<file path="config.mk">
export PLATFORM = sky130hd
export DESIGN_NAME = bkup_src_sel
export DESIGN_NICKNAME = d
export VERILOG_FILES = /design/src/rtl/bss_pkg.sv /design/src/rtl/bss_attach_det.sv /design/src/rtl/bss_iso_qual.sv /design/src/rtl/bss_src_arb.sv /design/src/rtl/bkup_src_sel.sv
export SDC_FILE = /design/constraint.sdc
export NUM_CORES = 1
export LEC_CHECK = 0
export BUFFER_PORTS_ARGS = -buffer_cell sky130_fd_sc_hd__buf_2
export CELL_PAD_IN_SITES_DETAIL_PLACEMENT = 1
export CELL_PAD_IN_SITES_GLOBAL_PLACEMENT = 2
export CORE_AREA = 2 2 42 72
export CTS_CLUSTER_SIZE = 10
export DETAILED_ROUTE_END_ITERATION = 7
export DIE_AREA = 0 0 44 74
export GPL_TIMING_DRIVEN = 0
export PLACE_DENSITY_LB_ADDON = 0.25
export SLEW_MARGIN = 10
export SYNTH_ARGS = -nofsm -noshare
export SYNTH_HDL_FRONTEND = slang
export SYNTH_SLANG_ARGS = --single-unit
export TNS_END_PERCENT = 10
</file>
<file path="constraint.sdc">
create_clock -name clk -period 3.39 [get_ports clk]
set_clock_uncertainty 0.2 [all_clocks]
set_input_delay 0.1695 -clock clk [delete_from_list [all_inputs] [get_ports clk]]
set_output_delay 0.1695 -clock clk [all_outputs]
set_load 0.05 [all_outputs]
</file>
<file path="src/rtl/bss_pkg.sv">
package bss_pkg;

   localparam int N_CELL = 2;
   localparam int SEL_W  = 4;

   typedef enum logic [SEL_W-1:0] {
      SRC_MAIN  = 4'b0001,
      SRC_CELL1 = 4'b0010,
      SRC_CELL2 = 4'b0100,
      SRC_NONE  = 4'b1000
   } src_e;

endpackage

</file>
<file path="src/rtl/bss_attach_det.sv">
module bss_attach_det
   import bss_pkg::*;
#(
   parameter int CELLS = N_CELL
) (
   input  logic             clk,
   input  logic             rst_n,
   input  logic [CELLS-1:0] here,
   input  logic             main_ok,
   output logic             attach
);

   if (CELLS < 1) begin : g_bad_cells
      $error("bss_attach_det: CELLS must be at least 1");
   end

   logic [CELLS-1:0] rise;

   for (genvar c = 0; c < CELLS; c++) begin : g_cell
      logic prev_q;
      always_ff @(posedge clk or negedge rst_n) begin
         if (!rst_n) prev_q <= 1'b0;
         else        prev_q <= here[c];
      end
      assign rise[c] = here[c] & ~prev_q;
   end

   // a cell fitted while the main supply carries the rail does not isolate
   assign attach = (|rise) & ~main_ok;

endmodule

</file>
<file path="src/rtl/bss_iso_qual.sv">
module bss_iso_qual #(
   parameter int QUAL_CYC = 175
) (
   input  logic clk,
   input  logic rst_n,
   input  logic pwr_fail,
   input  logic main_ok,
   input  logic ce_mid,
   input  logic ce_over,
   output logic iso_req
);

   localparam int CNT_W = $clog2(QUAL_CYC + 1);
   localparam logic [CNT_W-1:0] LAST = CNT_W'(QUAL_CYC - 1);

   if (QUAL_CYC < 2) begin : g_bad_qual
      $error("bss_iso_qual: QUAL_CYC must be at least 2");
   end

   logic             win, win_q;
   logic [CNT_W-1:0] cnt_q;
   logic             armed_q, void_q;

   assign win = pwr_fail & main_ok;

   always_ff @(posedge clk or negedge rst_n) begin
      if (!rst_n) begin
         win_q   <= 1'b0;
         cnt_q   <= '0;
         armed_q <= 1'b0;
         void_q  <= 1'b0;
      end else begin
         win_q <= win;
         if (!win) begin
            cnt_q   <= '0;
            armed_q <= 1'b0;
            void_q  <= 1'b0;
         end else begin
            if (ce_over) void_q <= 1'b1;
            if (!ce_mid) begin
               cnt_q <= '0;
            end else if (!armed_q) begin
               if (cnt_q == LAST) armed_q <= 1'b1;
               else               cnt_q   <= cnt_q + 1'b1;
            end
         end
      end
   end

   // the window closes when the main supply drops under the cells
   assign iso_req = win_q & ~main_ok & armed_q & ~void_q;

endmodule

</file>
<file path="src/rtl/bss_src_arb.sv">
module bss_src_arb
   import bss_pkg::*;
(
   input  logic             clk,
   input  logic             rst_n,
   input  logic             main_ok,
   input  logic             iso_set,
   input  logic             c1_here,
   input  logic             c1_ok,
   input  logic             c2_here,
   output logic [SEL_W-1:0] sel,
   output logic             iso
);

   logic iso_q, iso_nxt;
   src_e sel_q, want, sel_nxt;

   always_comb begin
      iso_nxt = main_ok ? 1'b0 : (iso_q | iso_set);
   end

   always_comb begin
      if (main_ok)                want = SRC_MAIN;
      else if (iso_nxt)           want = SRC_NONE;
      else if (c1_here && c1_ok)  want = SRC_CELL1;
      else if (c2_here)           want = SRC_CELL2;
      else if (c1_here)           want = SRC_CELL1;
      else                        want = SRC_NONE;
   end

   // break before make between two real sources
   always_comb begin
      if (sel_q != SRC_NONE && want != SRC_NONE && want != sel_q)
         sel_nxt = SRC_NONE;
      else
         sel_nxt = want;
   end

   always_ff @(posedge clk or negedge rst_n) begin
      if (!rst_n) begin
         iso_q <= 1'b0;
         sel_q <= SRC_NONE;
      end else begin
         iso_q <= iso_nxt;
         sel_q <= sel_nxt;
      end
   end

   assign sel = sel_q;
   assign iso = iso_q;

endmodule

</file>
<file path="src/rtl/bkup_src_sel.sv">
module bkup_src_sel
   import bss_pkg::*;
#(
   parameter int QUAL_CYC = 175
) (
   input  logic             clk,
   input  logic             rst_n,
   input  logic             main_above_cell_i,
   input  logic             pwr_fail_i,
   input  logic             cell1_ok_i,
   input  logic             cell1_here_i,
   input  logic             cell2_here_i,
   input  logic             ce_mid_i,
   input  logic             ce_over_i,
   output logic [SEL_W-1:0] src_sel_o,
   output logic             isolated_o
);

   logic attach, iso_req;

   bss_attach_det #(.CELLS(N_CELL)) u_att (
      .clk     (clk),
      .rst_n   (rst_n),
      .here    ({cell2_here_i, cell1_here_i}),
      .main_ok (main_above_cell_i),
      .attach  (attach)
   );

   bss_iso_qual #(.QUAL_CYC(QUAL_CYC)) u_qual (
      .clk      (clk),
      .rst_n    (rst_n),
      .pwr_fail (pwr_fail_i),
      .main_ok  (main_above_cell_i),
      .ce_mid   (ce_mid_i),
      .ce_over  (ce_over_i),
      .iso_req  (iso_req)
   );

   bss_src_arb u_arb (
      .clk     (clk),
      .rst_n   (rst_n),
      .main_ok (main_above_cell_i),
      .iso_set (attach | iso_req),
      .c1_here (cell1_here_i),
      .c1_ok   (cell1_ok_i),
      .c2_here (cell2_here_i),
      .sel     (src_sel_o),
      .iso     (isolated_o)
   );

endmodule

</file>
Yosys cells after proc, flatten, opt, wreduce, memory -nomap -nowiden

Index checks and enable logic that the tools add are counted.

Memory bits (writable): 0
Bits in read-only memories: 0
Latch bits: 0
Memories kept: 0
Logic and storage cells: 52
Register bits after elaboration: 18

Mux-type cells: 17
Div/mod/pow operators: 0
Add/sub/neg operators: 1
$mul: 0
Shift operators: 0
Reductions and logical operators: 5
Equality and inequality tests: 8
Bitwise operators: 13
Order comparisons: 0

Operators with widths:

| operator                                                      | number |
|---|---|
| 8-bit two-way mux                                             | 4 |
| 4-bit two-way mux                                             | 6 |
| 8-bit by 1-bit adder with 8-bit output, second input constant | 1 |
| 8-bit equality test, second input constant                    | 1 |
| 4-bit inequality test, second input constant                  | 2 |
| 1-bit AND                                                     | 7 |
| 1-bit two-way mux                                             | 7 |
| 3-bit inequality test, second input constant                  | 2 |
| 2-bit inequality test, second input constant                  | 2 |
| 4-bit inequality test                                         | 1 |
| 1-bit NOT                                                     | 4 |
| 1-bit logical AND                                             | 3 |
| 1-bit bitwise OR                                              | 2 |
| 2-bit AND reduction                                           | 1 |
| 2-bit OR reduction                                            | 1 |

Longest topological paths before layout

Gate-level depths: netlist (run 1).

Word-level depth: 13
Gate-level depth with buffers: 7
Depth with buffers taken out: 7

Cells and area by module

A second synthesis (run 1) with hierarchy kept.

Cell total of the unflattened synthesis: 98
Area total of the unflattened synthesis: 989.7 um^2

By module, submodules not included:

| module         | area an instance (um^2) | cells each | times used |
|---|---|---|---|
| bss_iso_qual   | 574.3                   | 57         | 1 |
| bss_src_arb    | 337.8                   | 35         | 1 |
| bss_attach_det | 71.3                    | 5          | 1 |
| bkup_src_sel   | 6.3                     | 1          | 1 |

Least setup slack after synthesis (run 1)

No wires, ideal clock.

Path type: register to register
Start: register u_arb.sel_q[2] (netlist: u_arb.sel[2])
End: register u_arb.sel_q[2] (netlist: u_arb.sel[2])
Slack: 1.671 ns
Stages on the path, launching flop included: 5
Arrival time: 1.407 ns
Buffers on the path: 0
Library setup time: 0.113 ns
Period minus slack after synthesis: 1.719 ns
Cells stage by stage: dfrtp_1 -> inv_1 -> nor3_1 -> mux2i_1 -> a2111oi_2

Longest elaborated chain between the ends: 4
Elaborated cells on any way between the ends: 5
Those cells by class: 2 x eq/ne; 1 x mux; 2 x reduce/logical

RTL lines:

| what                       | RTL line          | text |
|---|---|---|
| from (decl)                | bss_src_arb.sv:16 | `src_e sel_q, want, sel_nxt;` |
| from (signal assigned)     | bss_src_arb.sv:45 | `sel_q <= sel_nxt;` |
| 4-bit inequality test      | bss_src_arb.sv:33 | `if (sel_q != SRC_NONE && want != SRC_NONE && want != sel_q)` |
| 1-bit logical AND          | bss_src_arb.sv:33 |  |
| 1-bit logical AND *        | bss_src_arb.sv:33 |  |
| 4-bit two-way mux *        | bss_src_arb.sv:33 |  |
| named net u_arb.sel_nxt[2] | bss_src_arb.sv:16 |  |

Mark *: on every way through the listed nets, which the timed path passes. The rest lies on a longest branch.
A chain may end at the register's enable or synchronous reset.

Worst setup path in the final report (run 1)

Start: register u_qual.cnt_q[0]
End: register u_qual.cnt_q[6]

Longest elaborated chain between the ends: 5
Elaborated cells on any way between the ends: 8
Those cells by class: 1 x add/sub; 2 x eq/ne; 4 x mux; 1 x reduce/logical

RTL lines:

| what                                   | RTL line           | text |
|---|---|---|
| from (decl)                            | bss_iso_qual.sv:21 | `logic [CNT_W-1:0] cnt_q;` |
| from (signal assigned)                 | bss_iso_qual.sv:44 | `else cnt_q <= cnt_q + 1'b1;` |
| 8-bit by 1-bit adder with 8-bit output | bss_iso_qual.sv:44 |  |
| 8-bit two-way mux                      | bss_iso_qual.sv:43 | `if (cnt_q == LAST) armed_q <= 1'b1;` |
| 8-bit two-way mux                      | bss_iso_qual.sv:42 | `end else if (!armed_q) begin` |
| 8-bit two-way mux                      | bss_iso_qual.sv:40 | `if (!ce_mid) begin` |
| 8-bit two-way mux                      | bss_iso_qual.sv:34 | `if (!win) begin` |

Parallel ways exist; a longest one is shown, timed or not. The select of a mux whose other input is x is not followed.

==> impl_metrics.env, run 1 <==
export IMPL_status="complete, no violations"
export IMPL_relSlewSlack_pct=71.5
export IMPL_syn_area_per_cell_um2=9.93
export IMPL_final_common_cell="dfrtp_1"
export IMPL_firstDrtPassIters=3
export IMPL_antenna_left=0
export IMPL_initial_core_util_pct=35.1
export IMPL_placed_area_um2=1040
export IMPL_global_route_usage_met1_pct=16.0
export IMPL_yosysSeqAreaShare_pct=47.9
export IMPL_fmax_mhz=528
export IMPL_cts_sinks=18
export IMPL_antenna_found_initial=0
export IMPL_drc_errors=0
export IMPL_cp_buffers_inverters=1
export IMPL_worst_path_max_fanout=8
export IMPL_fill_cells=323
export IMPL_period_needed_ns=1.89
export IMPL_route_final_wire_length_um=2170
export IMPL_drt_iter0_drc=8
export IMPL_cts_inserted_buffers=3
export IMPL_nets=130
export IMPL_fin_util_pct=42.7
export IMPL_power_density_nw_per_um2=503
export IMPL_first_global_vias=869
export IMPL_clock_latency_ns=0.25
export IMPL_hold_viol=0
export IMPL_crit_path_start="u_qual.cnt_q[0]"
export IMPL_grt_pass1_wl_um=3860
export IMPL_maxCapViolCount=0
export IMPL_grtUsageMet3_pct=2.18
export IMPL_ys_ff_latch=18
export IMPL_synth_distinct_cells=32
export IMPL_detail_route_wl_per_cell_um=15.0
export IMPL_p_leak_nw=0.523
export IMPL_finalSetupTns_ns=0
export IMPL_endpoint_kind="register"
export IMPL_area_delta_synth_final_pct=21.6
export IMPL_syn_area_um2=943
export IMPL_grtUsageMet2_pct=31.9
export IMPL_place_ws_ns=1.49
export IMPL_worst_setup_path_type="register to register"
export IMPL_setup_viol=0
export IMPL_syn_inst=95
export IMPL_hp_class="input port to register"
export IMPL_grt_use_total_pct=16.2
export IMPL_synth_main_ff_cell="dfrtp_1"
export IMPL_grt_busiest_layer="met2"
export IMPL_crit_slowest_cell="dfrtp_1"
export IMPL_grt_remaining_overflow=0
export IMPL_syn_nets=106
export IMPL_stdcell_area_um2=1150
export IMPL_rsz0062_at_grt="no"
export IMPL_cts_resized_gates=0
export IMPL_boundaryPins=14
export IMPL_regArea_um2=452
export IMPL_cts_htree_levels=1
export IMPL_core_um2=2690
export IMPL_cts_tree="yes"
export IMPL_synth_edff_count=0
export IMPL_multiInputGateArea_um2=460
export IMPL_diodes=0
export IMPL_worst_slew_pin_slew_ns=0.428
export IMPL_hp_start="main_above_cell_i"
export IMPL_synthArstFlopShare_pct=100
export IMPL_required_ns=3.32
export IMPL_final_cell_mix="dfrtp_1 (17), buf_2 (14), nor2_1 (13), nand2_1 (10)"
export IMPL_r2r_start="u_qual.cnt_q[0]"
export IMPL_start_kind="register"
export IMPL_die_x_um=44
export IMPL_row_count=25
export IMPL_period_share_pct=55.9
export IMPL_arrival_ns=1.82
export IMPL_max_stage_delay_ns=0.43
export IMPL_vias=800
export IMPL_hpwl_um=1620
export IMPL_drive_above_1_share_pct=22.9
export IMPL_die_h_um=74
export IMPL_ir_drop_v=0.000202
export IMPL_cts_buffer_depth=2
export IMPL_root_buffer="clkbuf_8"
export IMPL_clkTransAtPathRegs_ns=0.07
export IMPL_maxSlewViolCount=0
export IMPL_viasPerCell=5.52
export IMPL_die_area_um2=3260
export IMPL_gp_congestion=0.767
export IMPL_grt_max_degree=19
export IMPL_timing_final_ws_setup_ns=1.50
export IMPL_path_cells="inv_1 -> ha_1 -> and4_1 -> a31oi_4 -> nand4_1 -> xor2_1 -> nor2_1"
export IMPL_cp_top_family="flip-flops"
export IMPL_portBuffers=13
export IMPL_yosys_warnings=0
==> worst paths after layout <==
path / end / slack, ns / cells after the start
hold reg to reg: u_qual.void_q / 0.35 / 2
min in group asynchronous: u_att.g_cell[0].prev_q / 0.18 / 2
max in group asynchronous: u_arb.sel[3] / 2.47 / 2
setup / recovery: u_qual.cnt_q[6] / 1.50 / 7
hold / removal: u_arb.sel[2] / 0.006 / 2
setup reg to reg: u_qual.cnt_q[6] / 1.50 / 7
==> what timing repair did <==
action / CTS / global route
buffers inserted: 0 / 0
hold endpoints to repair: 23 / 0
hold buffers: 6 / 0
==> flip-flops by register name, summed over array words and instances, names as in the netlist <==
name                 flops
u_qual.cnt_q             8
u_arb.iso                1
u_qual.void_q            1
u_arb.sel                4
u_att.g_cell.prev_q      2
u_qual.armed_q           1
u_qual.win_q             1
==> layer usage <==
metal	wire, µm	up-vias
li1	-	379
met1	810	407
met2	1270	9
met3	45	5
met4	48	0
met5	0	-
==> synthesized netlist by cell type, types with 2 or more instances <==
library cell	n	share of area, %
a21oi_1	3	1.6
and4_1	2	1.9
dfrtp_1	17	45
ha_1	2	2.7
inv_1	6	2.4
mux2i_1	2	2.1
nand2_1	10	4.0
nand3_1	4	2.1
nand4_1	3	2.0
nor2_1	13	5.2
nor3_1	5	2.7
o21ai_0	2	1.1
xnor2_1	2	1.9
xor2_1	6	5.6
==> logic make-up after synthesis <==
kind of cell,count (synthesis),synth area share (%)
AO/OA/AOI/OAI,13,12.7
flip-flops,18,47.9
multiplexers,2,2.12
XOR/XNOR,8,7.43
AND/OR/NAND/NOR,44,23.9
buffers and inverters,8,3.31
adder cells (fa/ha/maj),2,2.65
==> worst register-to-register path, stage by stage, from the launching register on <==
cell and delay, ns:
dfrtp_1 0.43, inv_1 0.07, ha_1 0.19, and4_1 0.21
a31oi_4 0.30, nand4_1 0.16, xor2_1 0.16, nor2_1 0.06
==> layout make-up <==
class	count	share of cell area, %
inverters	7	2.29
repair buffers	19	10.9
well taps	27	2.94
flip-flops and latches	18	39.4
plain buffers	1	0.436
multi-input cells	69	40.1
clock buffers	4	3.93
==> power by group <==
| part | internal [mW] | switching, mW | total [mW] | leakage, nW |
|---|---|---|---|---|
| registers | 0.235 | 0.0200 | 0.255 | 0.239 |
| clock network | 0.0834 | 0.0696 | 0.153 | 0.0228 |
| logic | 0.0561 | 0.113 | 0.169 | 0.262 |
| total | 0.375 | 0.203 | 0.578 | 0.523 |
==> stage by stage <==
stage | hold WS, ns | cells | power (mW)
after floorplan | -0.326 | 95 | 0.381
after global placement | -0.0646 | 135 | 0.424
after detailed placement | -0.0645 | 135 | 0.426
after CTS | 0.00135 | 145 | 0.587
after global routing | 0.0130 | 145 | 0.615
final | 0.00580 | 145 | 0.578
(Power assumes the default switching activity.)
==> run 2: changes to the inputs <==
--- a/config.mk
+++ b/config.mk
@@ -8,10 +8,10 @@
 export BUFFER_PORTS_ARGS = -buffer_cell sky130_fd_sc_hd__buf_2
 export CELL_PAD_IN_SITES_DETAIL_PLACEMENT = 1
 export CELL_PAD_IN_SITES_GLOBAL_PLACEMENT = 2
-export CORE_AREA = 2 2 42 72
+export CORE_AREA = 2 2 45 78
 export CTS_CLUSTER_SIZE = 10
 export DETAILED_ROUTE_END_ITERATION = 7
-export DIE_AREA = 0 0 44 74
+export DIE_AREA = 0 0 47 80
 export GPL_TIMING_DRIVEN = 0
 export PLACE_DENSITY_LB_ADDON = 0.25
 export SLEW_MARGIN = 10
==> constraint.sdc (replaced) <==
create_clock -name clk -period 1.7 [get_ports clk]
set_clock_uncertainty 0.2 [all_clocks]
set_input_delay 0.085 -clock clk [delete_from_list [all_inputs] [get_ports clk]]
set_output_delay 0.085 -clock clk [all_outputs]
set_load 0.05 [all_outputs]
==> impl_metrics.env, run 2 (synthesized netlist as in run 1, its figures left out) <==
export IMPL_status="complete, no violations"
export IMPL_fin_util_pct=40.6
export IMPL_portBuffers=13
export IMPL_grt_use_total_pct=15.4
export IMPL_worst_slew_pin_slew_ns=0.437
export IMPL_drt_iter0_drc=8
export IMPL_row_count=27
export IMPL_grt_pass1_wl_um=4070
export IMPL_vias=811
export IMPL_arrival_ns=1.59
export IMPL_clock_latency_ns=0.25
export IMPL_stdcell_area_um2=1260
export IMPL_whs_ns=0.0604
export IMPL_core_um2=3110
export IMPL_rsz0062_at_grt="yes"
export IMPL_grt_remaining_overflow=0
export IMPL_detail_route_wl_per_cell_um=14.0
export IMPL_largest_reg_flops=8
export IMPL_final_cell_mix="dfrtp_1 (15), buf_2 (13), nor2_1 (13), nand2_1 (9), dlygate4sd3_1 (9)"
export IMPL_cp_buffers_inverters=1
export IMPL_worst_path_max_fanout=6
export IMPL_route_final_wire_length_um=2350
export IMPL_cts_inserted_buffers=3
export IMPL_clkTransAtPathRegs_ns=0.07
export IMPL_cts_buffer_depth=2
export IMPL_hp_start="cell1_ok_i"
export IMPL_initial_core_util_pct=30.4
export IMPL_period_share_pct=97.8
export IMPL_cts_htree_levels=1
export IMPL_relSlewSlack_pct=70.9
export IMPL_p_leak_nw=0.562
export IMPL_die_area_um2=3760
export IMPL_drive_above_1_share_pct=30.4
export IMPL_max_stage_delay_ns=0.36
export IMPL_cp_top_family="flip-flops"
export IMPL_period_needed_ns=1.66
export IMPL_root_buffer="clkbuf_8"
export IMPL_antenna_left=0
export IMPL_fill_cells=373
export IMPL_regMostFlops="u_qual.cnt_q"
export IMPL_viasPerCell=4.83
export IMPL_die_h_um=80
export IMPL_first_global_vias=871
export IMPL_final_common_cell="dfrtp_1"
export IMPL_hp_class="input port to register"
export IMPL_boundaryPins=14
export IMPL_setup_viol=0
export IMPL_placed_area_um2=1060
export IMPL_area_delta_synth_final_pct=33.7
export IMPL_maxCapViolCount=0
export IMPL_worst_setup_path_type="register to register"
export IMPL_drc_errors=0
export IMPL_required_ns=1.63
export IMPL_gp_congestion=0.713
export IMPL_hpwl_um=1660
export IMPL_power_density_nw_per_um2=964
export IMPL_cts_tree="yes"
export IMPL_hold_viol=0
export IMPL_crit_path_start="u_qual.cnt_q[0]"
export IMPL_grt_max_degree=19
export IMPL_nets=137
export IMPL_cts_sinks=18
export IMPL_endpoint_kind="register"
export IMPL_firstDrtPassIters=3
export IMPL_path_cells="inv_1 -> ha_2 -> and4_4 -> a31oi_4 -> nand4_1 -> xor2_1 -> nor2_1"
export IMPL_die_x_um=47
export IMPL_diodes=0
export IMPL_antenna_found_initial=0
export IMPL_ir_drop_v=0.000391
export IMPL_r2r_start="u_qual.cnt_q[0]"
export IMPL_crit_slowest_cell="dfrtp_1"
export IMPL_start_kind="register"
export IMPL_fmax_mhz=601
export IMPL_maxSlewViolCount=0
## run 2: cell types whose count changed in the layout (fill, tap and decap cells not counted), sizes merged
cell / previous run / this run
buf: 14 / 18
dlygate4sd3: 6 / 9
## run 2: where the power goes
group	total (mW)	switching [mW]	internal [mW]	leakage, nW
sequential	0.508	0.0386	0.469	0.235
clock	0.351	0.145	0.206	0.0288
combinational	0.357	0.237	0.120	0.298
## run 2: final cells by class
class,count,area [µm²],area share [%]
timing repair buffer,26,188,14.9
multi-input combinational,69,479,38.0
sequential,18,454,36.0
tap,43,53.8,4.27
buffer,1,5.00,0.397
inverter,7,26.3,2.08
clock buffer,4,55.1,4.37
## run 2: worst paths after layout
path / endpoint / slack [ns] / depth (start not counted)
worst max-delay path: u_qual.cnt_q[4] / 0.04 / 7
worst min-delay path: u_arb.sel[2] / 0.06 / 4
worst max register to register: u_qual.cnt_q[4] / 0.04 / 7
worst min register to register: u_qual.cnt_q[7] / 0.37 / 2
max in group asynchronous: u_arb.sel[3] / 0.84 / 2
min in group asynchronous: u_att.g_cell[0].prev_q / 0.12 / 2
## run 2: per-layer routing
metal	track usage (%)	wire [µm]
met2	26.7	1380
met1	17.8	911
met5	0	0
met3	2.04	38
met4	6.67	25
## run 2: metrics by stage
step	std cells	TNS, ns	setup slack, ns	power (mW)
after floorplan	95	0	0.00484	0.759
after global placement	151	-0.694	-0.175	0.849
after detailed placement	151	-0.781	-0.193	0.855
after CTS	167	-0.00194	-0.00194	1.23
after global routing	168	-0.448	-0.118	1.29
final	168	0	0.0372	1.22
## run 2: repair_timing
| item | in CTS | in global routing |
|---|---|---|
| endpoints found under the hold margin | 26 | 1 |
| buffers inserted | 4 | 0 |
| gates resized for setup | 2 | 7 |
| hold buffers | 8 | 1 |
| endpoints found under the setup margin | 6 | 9 |
| pin swaps | 4 | 3 |
| cloned | 0 | 0 |
## run 2: worst register-to-register path: cells and delay by family, from the launching register on
family	cells	cell delay, ns
flops	1	0.36
simple gates	3	0.36
compound gates	1	0.23
xor+xnor	1	0.18
fa+ha+maj	1	0.16
buf+inv	1	0.05
